### src/rtl/fdiv_pkg.sv
package fdiv_pkg;
   typedef enum logic [1:0] {
      FD_STOP = 2'b00,
      FD_NORM = 2'b01,
      FD_FRAC = 2'b10,
      FD_HALT = 2'b11
   } fd_mode_e;
endpackage

### src/rtl/fdiv_ctrl.sv
module fdiv_ctrl
   import fdiv_pkg::*;
(
   input  logic     clk_i,
   input  logic     rst_ni,
   input  logic     mode_wr_i,
   input  logic [1:0] mode_i,
   input  logic     dis_wr_i,
   input  logic     dis_val_i,
   input  logic     hw_en_i,
   input  logic     ext_en_i,
   input  logic     susp_req_i,
   output fd_mode_e mode_o,
   output logic     advance_o,
   output logic     load_o,
   output logic     dis_o,
   output logic     ack_o
);
   fd_mode_e mode_q;
   logic     dis_q;
   logic     ack_q;
   logic     running;
   logic     frozen;

   assign running   = !dis_q && ((mode_q == FD_NORM) || (mode_q == FD_FRAC));
   assign frozen    = susp_req_i && ack_q;
   assign advance_o = running && !frozen && !mode_wr_i;
   assign load_o    = mode_wr_i &&
                      ((fd_mode_e'(mode_i) == FD_NORM) || (fd_mode_e'(mode_i) == FD_FRAC));

   always_ff @(posedge clk_i or negedge rst_ni) begin
      if (!rst_ni) begin
         mode_q <= FD_STOP;
         dis_q  <= 1'b0;
         ack_q  <= 1'b0;
      end else begin
         if (mode_wr_i) mode_q <= fd_mode_e'(mode_i);
         // pin clear wins over a software write; R8: pin ignored otherwise
         if (hw_en_i && ext_en_i) dis_q <= 1'b0;
         else if (dis_wr_i)       dis_q <= dis_val_i;
         // acknowledge only while running, hold while requested
         ack_q <= susp_req_i && (ack_q || running);
      end
   end

   assign mode_o = mode_q;
   assign dis_o  = dis_q;
   assign ack_o  = ack_q;

   a_r7_hw_clear: assert property (@(posedge clk_i) disable iff (!rst_ni)
      (hw_en_i && ext_en_i) |=> !dis_q);
   a_r8_pin_ignored: assert property (@(posedge clk_i) disable iff (!rst_ni)
      (!hw_en_i && !dis_wr_i) |=> $stable(dis_q));
   a_r9_ack_drop: assert property (@(posedge clk_i) disable iff (!rst_ni)
      !susp_req_i |=> !ack_q);
   a_r9_ack_rise: assert property (@(posedge clk_i) disable iff (!rst_ni)
      (susp_req_i && running) |=> ack_q);
endmodule

### src/rtl/fdiv_core.sv
module fdiv_core
   import fdiv_pkg::*;
#(
   parameter int unsigned RES_W   = 10,
   parameter bit          REG_OUT = 1'b1
) (
   input  logic             clk_i,
   input  logic             rst_ni,
   input  fd_mode_e         mode_i,
   input  logic             advance_i,
   input  logic             load_i,
   input  logic [RES_W-1:0] step_i,
   output logic [RES_W-1:0] result_o,
   output logic             en_o
);
   localparam logic [RES_W-1:0] ALL_ONES = {RES_W{1'b1}};
   localparam logic [RES_W-1:0] ONE      = RES_W'(1);

   logic [RES_W-1:0] result_q;
   logic [RES_W-1:0] result_d;
   logic [RES_W:0]   sum;
   logic             hit;

   assign sum = {1'b0, result_q} + {1'b0, step_i};

   always_comb begin
      result_d = result_q;
      hit      = 1'b0;
      if (advance_i) begin
         case (mode_i)
            FD_NORM: begin
               if (result_q == ALL_ONES) begin
                  hit      = 1'b1;
                  result_d = step_i;
               end else begin
                  result_d = result_q + ONE;
               end
            end
            FD_FRAC: begin
               hit      = sum[RES_W];
               result_d = sum[RES_W-1:0];
            end
            default: ;
         endcase
      end
      if (load_i) result_d = ALL_ONES;
   end

   always_ff @(posedge clk_i or negedge rst_ni) begin
      if (!rst_ni) result_q <= '0;
      else         result_q <= result_d;
   end

   generate
      if (REG_OUT) begin : g_reg_out
         logic en_q;
         always_ff @(posedge clk_i or negedge rst_ni) begin
            if (!rst_ni) en_q <= 1'b0;
            else         en_q <= hit;
         end
         assign en_o = en_q;
      end else begin : g_comb_out
         assign en_o = hit;
      end
   endgenerate

   assign result_o = result_q;

   a_r2_preset: assert property (@(posedge clk_i) disable iff (!rst_ni)
      load_i |=> (result_q == ALL_ONES));
   a_r5_hold: assert property (@(posedge clk_i) disable iff (!rst_ni)
      (!advance_i && !load_i) |=> $stable(result_q));
   a_r3_reload: assert property (@(posedge clk_i) disable iff (!rst_ni)
      (advance_i && !load_i && mode_i == FD_NORM && result_q == ALL_ONES)
      |=> (result_q == $past(step_i)));
endmodule

### src/rtl/frac_clk_div.sv
module frac_clk_div
   import fdiv_pkg::*;
#(
   parameter int unsigned RES_W   = 10,
   parameter bit          REG_OUT = 1'b1
) (
   input  logic             clk_i,
   input  logic             rst_ni,
   input  logic             mode_wr_i,
   input  logic [1:0]       mode_i,
   input  logic [RES_W-1:0] step_i,
   input  logic             dis_wr_i,
   input  logic             dis_val_i,
   input  logic             hw_en_i,
   input  logic             ext_en_i,
   input  logic             susp_req_i,
   output logic             clk_en_o,
   output logic [RES_W-1:0] result_o,
   output logic             dis_o,
   output logic             susp_ack_o
);
   generate
      if (RES_W < 2 || RES_W > 16) begin : g_bad_width
         $error("frac_clk_div: RES_W must lie in 2..16");
      end
   endgenerate

   fd_mode_e mode;
   logic     advance;
   logic     load;

   fdiv_ctrl u_ctrl (
      .clk_i      (clk_i),
      .rst_ni     (rst_ni),
      .mode_wr_i  (mode_wr_i),
      .mode_i     (mode_i),
      .dis_wr_i   (dis_wr_i),
      .dis_val_i  (dis_val_i),
      .hw_en_i    (hw_en_i),
      .ext_en_i   (ext_en_i),
      .susp_req_i (susp_req_i),
      .mode_o     (mode),
      .advance_o  (advance),
      .load_o     (load),
      .dis_o      (dis_o),
      .ack_o      (susp_ack_o)
   );

   fdiv_core #(.RES_W(RES_W), .REG_OUT(REG_OUT)) u_core (
      .clk_i     (clk_i),
      .rst_ni    (rst_ni),
      .mode_i    (mode),
      .advance_i (advance),
      .load_i    (load),
      .step_i    (step_i),
      .result_o  (result_o),
      .en_o      (clk_en_o)
   );

   generate
      if (REG_OUT) begin : g_out_checks
         a_r6_quiet: assert property (@(posedge clk_i) disable iff (!rst_ni)
            dis_o |=> !clk_en_o);
         a_r10_quiet: assert property (@(posedge clk_i) disable iff (!rst_ni)
            (susp_req_i && susp_ack_o) |=> !clk_en_o);
      end
   endgenerate
endmodule

### config.mk
export PLATFORM = sky130hd
export DESIGN_NAME = frac_clk_div
export DESIGN_NICKNAME = d
export VERILOG_FILES = /design/src/rtl/fdiv_pkg.sv /design/src/rtl/fdiv_ctrl.sv /design/src/rtl/fdiv_core.sv /design/src/rtl/frac_clk_div.sv
export SDC_FILE = /design/constraint.sdc
export NUM_CORES = 1
export LEC_CHECK = 0
export CAP_MARGIN = 20
export CELL_PAD_IN_SITES_DETAIL_PLACEMENT = 0
export CELL_PAD_IN_SITES_GLOBAL_PLACEMENT = 1
export CORE_MARGIN = 3
export CORE_UTILIZATION = 35
export DETAILED_ROUTE_END_ITERATION = 16
export GPL_TIMING_DRIVEN = 1
export HOLD_SLACK_MARGIN = 0.12
export PLACE_DENSITY_LB_ADDON = 0.3
export SYNTH_ARGS = -nofsm -noshare
export SYNTH_HDL_FRONTEND = slang
export SYNTH_SLANG_ARGS = --single-unit
### constraint.sdc
create_clock -name clk_i -period 4.85 [get_ports clk_i]
set_clock_uncertainty 0.15 [all_clocks]
set_input_delay 0.7275 -clock clk_i [delete_from_list [all_inputs] [get_ports clk_i]]
set_output_delay 0.7275 -clock clk_i [all_outputs]
set_load 0.02 [all_outputs]
* Yosys cells after proc, flatten, opt, wreduce, memory -nomap -nowiden
Cells that the tools add are included.
** Storage, ports and cells
- Word-level logic and storage cells :: 38
- Bits of input ports :: 20
- Output and inout bits :: 13
- Register bits :: 15
** Operators by class
- Muxes and demuxes :: 9
- Equality and inequality tests :: 5
- Reductions and logical operators :: 17
- $add $sub $neg :: 2
** Operators by type and width (count)
- two-way mux 10 bit :: 3
- one-hot mux 10 bit (2 select lines) :: 1
- adder 10 x 10 -> 11 bit :: 1
- adder 10 x 1 -> 10 bit, second input constant :: 1
- equality test 10 bit, second input constant :: 1
- logical AND 1 bit :: 7
- equality test 2 x 1 -> 1 bit, second input constant :: 2
- equality test 2 bit, second input constant :: 2
- two-way mux 1 bit :: 4
- nonzero test 2 bit :: 2
- zero test 1 bit :: 3
- logical OR 1 bit :: 3
- nonzero test 3 bit :: 1
- one-hot mux 1 bit (2 select lines) :: 1
- AND reduction 2 bit :: 1

* Logic depth before layout (Yosys ltp)
Gate-level depths: netlist of the first run.
- Depth in word-level cells :: 7
- Depth in mapped cells :: 9
- Mapped depth without buffers :: 9

* Modules after synthesis
A second synthesis of the first run with hierarchy kept.
** Unflattened totals
- Cell total of the unflattened synthesis :: 165
- Area, all modules :: 1426.4 µm²
** Modules (own cells, without submodules)
- fdiv_core :: times used 1, area an instance 1234.9 µm², cells an instance 150
- fdiv_ctrl :: times used 1, area an instance 191.4 µm², cells an instance 15

* Least setup slack after synthesis of the first run
OpenSTA, ideal clock, no wires.
- Path kind :: input to register
- Start point :: input port step_i[4]
- End point :: register u_core.result_q[9], in the netlist u_core.result_o[9]
- Required time :: 4.635 ns
- Path slack :: 2.493 ns
- Arrival :: 2.142 ns
- Stages on the path :: 7
- Path through :: ha_1 a21oi_1 o211ai_1 a211oi_1 mux2_2 o211ai_1 o21a_1
** On the way
- Longest elaborated chain between the ends :: 4
** Ends and longest elaborated chain
- from (decl) :: line frac_clk_div.sv:11 : input logic [RES_W-1:0] step_i,
- adder 10 x 10 -> 11 bit :: line fdiv_core.sv:24 : assign sum = {1'b0, result_q} + {1'b0, step_i};
- one-hot mux 10 bit (2 select lines) :: line fdiv_core.sv:30 : case (mode_i)
- two-way mux 10 bit :: line fdiv_core.sv:29 : if (advance_i) begin
- two-way mux 10 bit :: line fdiv_core.sv:46 : if (load_i) result_d = ALL_ONES;
- to (signal assigned) :: line fdiv_core.sv:51 : else result_q <= result_d;
- to (decl) :: line fdiv_core.sv:19 : logic [RES_W-1:0] result_q;
Every way passes these cells. The select of a mux whose other input is x is not followed.
A chain may end at the register's enable or synchronous reset.

* Worst setup path after layout of the first run
- Start point :: input port step_i[0]
- End point :: register u_core.g_reg_out.en_q, in the netlist u_core.en_o
** On the way
- Longest elaborated chain between the ends :: 3
** Ends and longest elaborated chain
- adder 10 x 10 -> 11 bit :: line fdiv_core.sv:24
- one-hot mux 1 bit (2 select lines) :: line fdiv_core.sv:30
- two-way mux 1 bit :: line fdiv_core.sv:29
- named net u_core.hit :: line fdiv_core.sv:22 : logic hit;
- to (signal assigned) :: line fdiv_core.sv:59 : else en_q <= hit;
- to (decl) :: line fdiv_core.sv:56 : logic en_q;
The timed path passes the listed nets, and every way through them passes these cells.

==> impl_metrics.yaml, run 1 <==
clock_tree:
  cts_tree: "done"
  clkLatencyLatePin_ps: 250
  cts_resized: 0
  path_clk_slew_ps: 70
  h-tree-depth: 1
  cts.sinks: 15
  cts_setup_buffers: 0
  cts-root-buf: "clkbuf_8"
  cts_inserted_buffers: 3
  clock_tree.buffer_depth: 2
  hold_buffers: 0
sta:
  hold_viol: 0
  worst_slack_ps: 1991
  maxSlewViolCount: 0
  setup_tns_ps: 0
  finalCritPeriodShare_pct: 58.95
  finalCriticalPeriod_ps: 2859
  setup_viol: 0
  max_slew_margin_pct: 34.15
  fmax_ghz: 0.3498
  grt_setup_unrepaired: "false"
  worst_slew_pin_slew_ps: 985.8
critical_path:
  critPathLaunch: "step_i[0]"
  worstReg2RegEnd: "u_core.en_o$_DFF_PN0_"
  regToRegSetupSlack_ps: 2460
  required_ps: 4880
  cp_top_family: "compound AO/OA/AOI/OAI gates"
  path_buf_inv: 2
  startpoint_type: "input pin"
  path_class: "input pin to flop"
  crit_fanout: 3
  reg2regPathDepth: 9
  crit_arrival_ps: 2890
  crit_path_frequent_cell: "a21oi_1"
  crit_slowest_cell: "clkdlybuf4s50_1"
  cp-end-kind: "flop"
  worst_r2r_startpoint: "u_core.result_o[0]$_DFFE_PN0P_"
  crit_path_max_incr_delay_ps: 480
  path_cells: "clkdlybuf4s50_1 > ha_1 > inv_1 > fa_1 > nor2b_1 > o21ai_0 > a21oi_1 > o41a_1 > nand4_1 > a21oi_1"
power_and_ir_drop:
  peakVddDrop_mv: 0.2236
  power_density_mw_per_mm2: 585.3
  p_leak_nw: 0.7128
global_route:
  grt_max_degree: 23
  grt_pass1_wl_um: 5996
  grt_pass1_vias: 1272
  globalRoute.totalOverflow: 0
  grtUsageTotal_pct: 17.04
  grt_antenna_before_repair: 0
final_layout:
  drive_above_1_share_pct: 5.759
  register_area_um2: 375.4
  syn_to_final_growth_pct: 30.52
  multi_input_area_um2: 914.6
  fin_area_mm2: 0.001744
  diodes: 0
  nets: 226
  nFillCells: 347
floorplanning:
  core_area_mm2: 0.003495
  dieArea_mm2: 0.004595
  io_pins: 33
  dieHeight_um: 67.79
  start_util_pct: 38.24
  die_w_um: 67.79
  rows: 21
synthesis:
  synth_cells: 158
  synth_nets: 192
  synthesis.area_mm2: 0.001336
  synth-seq-area-share_pct: 28.09
  synth_area_per_cell_um2: 8.457
  synth.distinct_cells: 41
  ys_ff_latch: 15
  yosysWarnings: 0
min_path:
  min_to: "u_ctrl.mode_o[1]$_DFFE_PN0P_"
  hp-start: "u_ctrl.mode_o[1]$_DFFE_PN0P_"
  min_path_type: "flop to flop"
  hold_depth: 2
drt:
  postRouteAntennaNets: 0
  vias: 1310
  drt-total-wl_um: 3574
  route.detailed.drc: 0
  wl_per_cell_um: 15.08
  drt_iter0_drc: 79
  vias_per_cell: 5.527
  drt_pass1_iterations: 4
placed_design:
  preCtsSetupSlack_ps: 1755
  hpwl_um: 2662
  io_buffers: 32
  placed_cell_area_mm2: 0.001698
  gp_congestion: 0.8571
run_status:
  status: "finished, final reports clean"
flow_run:
  drv_cap: 0
-- sequential cells by signal, indices dropped and copies added, names as in the netlist --
signal and cells:
u_ctrl.dis_o 1, u_ctrl.ack_o 1, u_ctrl.mode_o 2, u_core.result_o 10
u_core.en_o 1
-- Yosys cell counts --
cell type | instances | area share [%]
and4_1 | 1 | 0.66
inv_1 | 8 | 2.2
nor2_1 | 15 | 4.2
mux2_2 | 2 | 1.7
xor2_1 | 8 | 5.2
nand2b_1 | 2 | 0.94
nand2_1 | 9 | 2.5
a21oi_1 | 20 | 7.5
a2111oi_1 | 1 | 0.75
a211oi_1 | 5 | 2.8
a2111o_1 | 1 | 0.84
o32ai_1 | 1 | 0.66
o211ai_1 | 2 | 1.1
nand2_2 | 1 | 0.47
or4_4 | 1 | 0.84
fa_1 | 1 | 1.5
buf_6 | 1 | 0.84
o21a_1 | 3 | 1.7
or3_1 | 1 | 0.47
a211oi_2 | 1 | 0.94
nand4_1 | 3 | 1.4
a31oi_1 | 2 | 0.94
or4_1 | 1 | 0.56
ha_1 | 13 | 12
o21bai_1 | 1 | 0.56
a21o_1 | 2 | 1.1
o21ai_0 | 9 | 3.4
o41a_1 | 1 | 0.84
xnor2_1 | 3 | 2.0
nor2b_1 | 1 | 0.47
or2_2 | 1 | 0.47
mux2i_1 | 2 | 1.5
and2_1 | 1 | 0.47
a21boi_0 | 1 | 0.56
nor4_1 | 1 | 0.47
nand3_1 | 9 | 3.4
dfrtp_1 | 15 | 28
a22oi_1 | 1 | 0.56
buf_2 | 2 | 0.75
o22a_1 | 2 | 1.3
nor3_1 | 3 | 1.1
-- how the worst max path moves through the flow --
stage,endpoint,slack [ps],cells past startpoint
CTS,u_core.en_o$_DFF_PN0_,2010,10
global placement,u_core.en_o$_DFF_PN0_,1750,10
floorplan,u_core.result_o[9]$_DFFE_PN0P_,2490,7
global route,u_core.en_o$_DFF_PN0_,1820,10
detailed placement,u_core.en_o$_DFF_PN0_,1760,10
finish,u_core.en_o$_DFF_PN0_,1990,10
-- cell usage in the layout (no fill, tap or decap), types with 2 or more instances in the layout --
cell / Yosys / layout
inv_1: 8 / 8
nand3_1: 9 / 9
xor2_1: 8 / 8
nand4_1: 3 / 3
o22a_1: 2 / 2
o21ai_0: 9 / 9
a31oi_1: 2 / 2
clkdlybuf4s50_1: 0 / 32
xnor2_1: 3 / 3
a211oi_1: 5 / 5
nor2_1: 15 / 15
dfrtp_1: 15 / 15
a21oi_1: 20 / 20
mux2i_1: 2 / 2
nand2b_1: 2 / 2
ha_1: 13 / 13
nand2_1: 9 / 9
o211ai_1: 2 / 2
nor3_1: 3 / 3
mux2_2: 2 / 2
o21a_1: 3 / 3
clkbuf_8: 0 / 3
a21o_1: 2 / 2
-- tightest hold or removal path, cell delays in order (launching register included) --
cell and delay [ps]:
dfrtp_1 380, inv_1 70, o21ai_0 80
-- layout make-up --
| cell class | count | area share (%) |
|---|---|---|
| Clock buffer | 3 | 2.367 |
| Sequential cell | 15 | 21.52 |
| Multi-Input combinational cell | 132 | 52.44 |
| Clock inverter | 1 | 0.2869 |
| Timing Repair Buffer | 32 | 18.36 |
| Tap cell | 46 | 3.300 |
| Inverter | 8 | 1.722 |
-- where the power goes --
group / internal, mW / total [mW] / switching, mW / leakage, nW
sequential: 0.162 / 0.232 / 0.0691 / 0.161
clock: 0.0569 / 0.106 / 0.0487 / 0.0255
combinational: 0.315 / 0.684 / 0.369 / 0.526
-- kinds of logic (layout without fill, tap and decap cells) --
family | Yosys count | in the layout | share of synthesized area, %
XOR/XNOR | 11 | 11 | 7.210
multiplexers | 4 | 4 | 3.183
AO/OA/AOI/OAI | 53 | 53 | 25.56
AND/OR/NAND/NOR | 50 | 50 | 18.45
flip-flops | 15 | 15 | 28.09
buffers and inverters | 11 | 44 | 3.839
adder cells (fa/ha/maj) | 14 | 14 | 13.67
-- metrics by stage --
stage	hold slack [ps]	util (%)	instances	total power, mW
3_5_place_dp	416.4	48.59	233	0.9084
4_1_cts	431.0	49.91	237	1.020
2_1_floorplan	281.9	-	158	0.7185
5_1_grt	464.5	49.91	237	1.115
6_report	426.6	49.91	237	1.021
3_3_place_gp	391.9	48.59	233	0.9001
-- routing by layer --
| layer | GRT usage (%) | routed length [µm] | part of all wire (%) |
|---|---|---|---|
| met3 | 2.829 | 158 | 4.4 |
| met5 | 0 | 0 | 0 |
| met1 | 24.42 | 1732 | 48 |
| met2 | 26.12 | 1653 | 46 |
| met4 | 4.963 | 30 | 0.84 |
(Power assumes the default switching activity.)
==> inputs of run 2 (changes only) <==
Clock period 4.85 ns to 2.9 ns, I/O delays scaled along.
==> run 2 against run 1 <==
Effect of this change:
- global-route usage grew 0.64 points
- largest cell class unchanged
- cell count grew 0.84%
- utilization grew 0.25 points
- first-iteration DRC count shrank 19%
- critical path type unchanged
- critical path depth is the same
- register-to-register slack lost 1900 ps
- non-clock buffer count grew 2
- power grew 67%
==> impl_metrics.yaml, run 2 (synthesis results as in run 1) <==
run_status:
  status: "finished, final reports clean"
min_path:
  min_path_type: "flop to flop"
  hold_depth: 1
  min_to: "u_ctrl.ack_o$_DFF_PN0_"
  hp-start: "u_ctrl.ack_o$_DFF_PN0_"
global_route:
  globalRoute.totalOverflow: 0
  grtUsageTotal_pct: 17.67
  grt_pass1_vias: 1378
  grt_antenna_before_repair: 0
  grt_max_degree: 23
  grt_pass1_wl_um: 6092
sta:
  fmax_ghz: 0.4049
  finalCriticalPeriod_ps: 2470
  worst_slack_ps: 430.0
  finalCritPeriodShare_pct: 85.17
  grt_setup_unrepaired: "false"
  hold_viol: 0
  maxSlewViolCount: 0
  setup_tns_ps: 0
  setup_viol: 0
  worst_slew_pin_slew_ps: 866.4
  max_slew_margin_pct: 41.71
drt:
  postRouteAntennaNets: 0
  vias: 1327
  top_layer: "met4"
  route.detailed.drc: 0
  wl_per_cell_um: 15.17
  dr_wl_met2_um: 1722
  drt-total-wl_um: 3625
  wl_met3_um: 131
  drt_pass1_iterations: 4
  vias_per_cell: 5.552
  m1WireLength_um: 1703
  drt_iter0_drc: 64
clock_tree:
  cts_setup_buffers: 0
  h-tree-depth: 1
  cts-root-buf: "clkbuf_8"
  path_clk_slew_ps: 60
  cts_tree: "done"
  clock_tree.buffer_depth: 2
  cts_inserted_buffers: 3
  clkLatencyLatePin_ps: 250
  cts.sinks: 15
  cts_resized: 0
  hold_buffers: 0
critical_path:
  startpoint_type: "input pin"
  regToRegSetupSlack_ps: 550
  worstReg2RegEnd: "u_core.result_o[4]$_DFFE_PN0P_"
  path_cells: "clkdlybuf4s50_1 > ha_1 > inv_1 > fa_1 > nor2b_1 > o21ai_0 > a21oi_1 > o41a_1 > nand4_1 > a21oi_1"
  required_ps: 2930
  critPathLaunch: "step_i[0]"
  crit_slowest_cell: "clkdlybuf4s50_1"
  path_class: "input pin to flop"
  crit_arrival_ps: 2500
  worst_r2r_startpoint: "u_core.result_o[1]$_DFFE_PN0P_"
  cp-end-kind: "flop"
  crit_path_frequent_cell: "a21oi_1"
  cp_top_family: "compound AO/OA/AOI/OAI gates"
  reg2regPathDepth: 6
  path_buf_inv: 2
  crit_fanout: 3
  crit_path_max_incr_delay_ps: 480
floorplanning:
  dieArea_mm2: 0.004595
  die_w_um: 67.79
  dieHeight_um: 67.79
  core_area_mm2: 0.003495
  io_pins: 33
  rows: 21
  start_util_pct: 38.24
final_layout:
  nFillCells: 346
  fin_area_mm2: 0.001753
  diodes: 0
  nets: 228
  layoutNonFillerInstCount: 239
  syn_to_final_growth_pct: 31.18
  final_cell_mix: "clkdlybuf4s50_1, a21oi_1, nor2_1, dfrtp_1, ha_1"
  utilization_pct: 50.16
  drive_above_1_share_pct: 5.699
  final_common_cell: "clkdlybuf4s50_1"
  largest_register_ffs: 10
placed_design:
  place_inst: 235
  io_buffers: 32
  preCtsSetupSlack_ps: 169.7
  gp_congestion: 0.8639
  hpwl_um: 2744
  placed_cell_area_mm2: 0.001708
flow_run:
  drv_cap: 0
power_and_ir_drop:
  power_density_mw_per_mm2: 970.4
  p_leak_nw: 0.7189
  peakVddDrop_mv: 0.3536
-- run 2: cell count changes in the layout (fill, tap and decap cells not counted), sizes merged --
| cell | delta |
|---|---|
| buf | +2 |
| clkinv | -1 |
| clkbuf | +1 |
-- run 2: how the worst max path moves through the flow --
stage	end	slack [ps]	cells after the start
global placement	u_core.en_o$_DFF_PN0_	220	10
detailed placement	u_core.en_o$_DFF_PN0_	170	10
floorplan	u_core.result_o[8]$_DFFE_PN0P_	730	9
finish	u_core.en_o$_DFF_PN0_	430	10
global route	u_core.en_o$_DFF_PN0_	230	10
CTS	u_core.en_o$_DFF_PN0_	430	10
-- run 2: through the flow --
step           power (mW)  hold slack [ps]
6_report            1.701            421.8
5_1_grt             1.860            450.2
2_1_floorplan       1.202           -10.59
3_3_place_gp        1.516            378.2
3_5_place_dp        1.523            402.3
4_1_cts             1.710            423.3
-- run 2: area by class of cell --
type / instances / area (µm²) / share of cell area, %
Clock buffer: 4 / 45.04 / 2.570
Inverter: 8 / 30.03 / 1.713
Multi-Input combinational cell: 132 / 909.6 / 51.89
Sequential cell: 15 / 375.4 / 21.41
Tap cell: 46 / 57.56 / 3.283
Timing Repair Buffer: 34 / 335.3 / 19.13
-- run 2: layer usage --
layer	vias up	track usage [%]
met2	29	31.23
met3	6	2.995
met5	-	0
met1	638	21.21
li1	654	-
met4	0	6.700
-- run 2: worst register-to-register path: stages (launching register included) --
cell and delay, ps:
dfrtp_1 490, ha_1 280, nand3_1 190, nor4_1 700, a211oi_1 180, a21oi_1 150, o22a_1 150
-- run 2: power by group --
group	total, mW	leakage, nW	switching, mW	internal (mW)
combinational	1.14	0.535	0.608	0.528
sequential	0.389	0.161	0.117	0.272
clock	0.176	0.0228	0.0786	0.0975
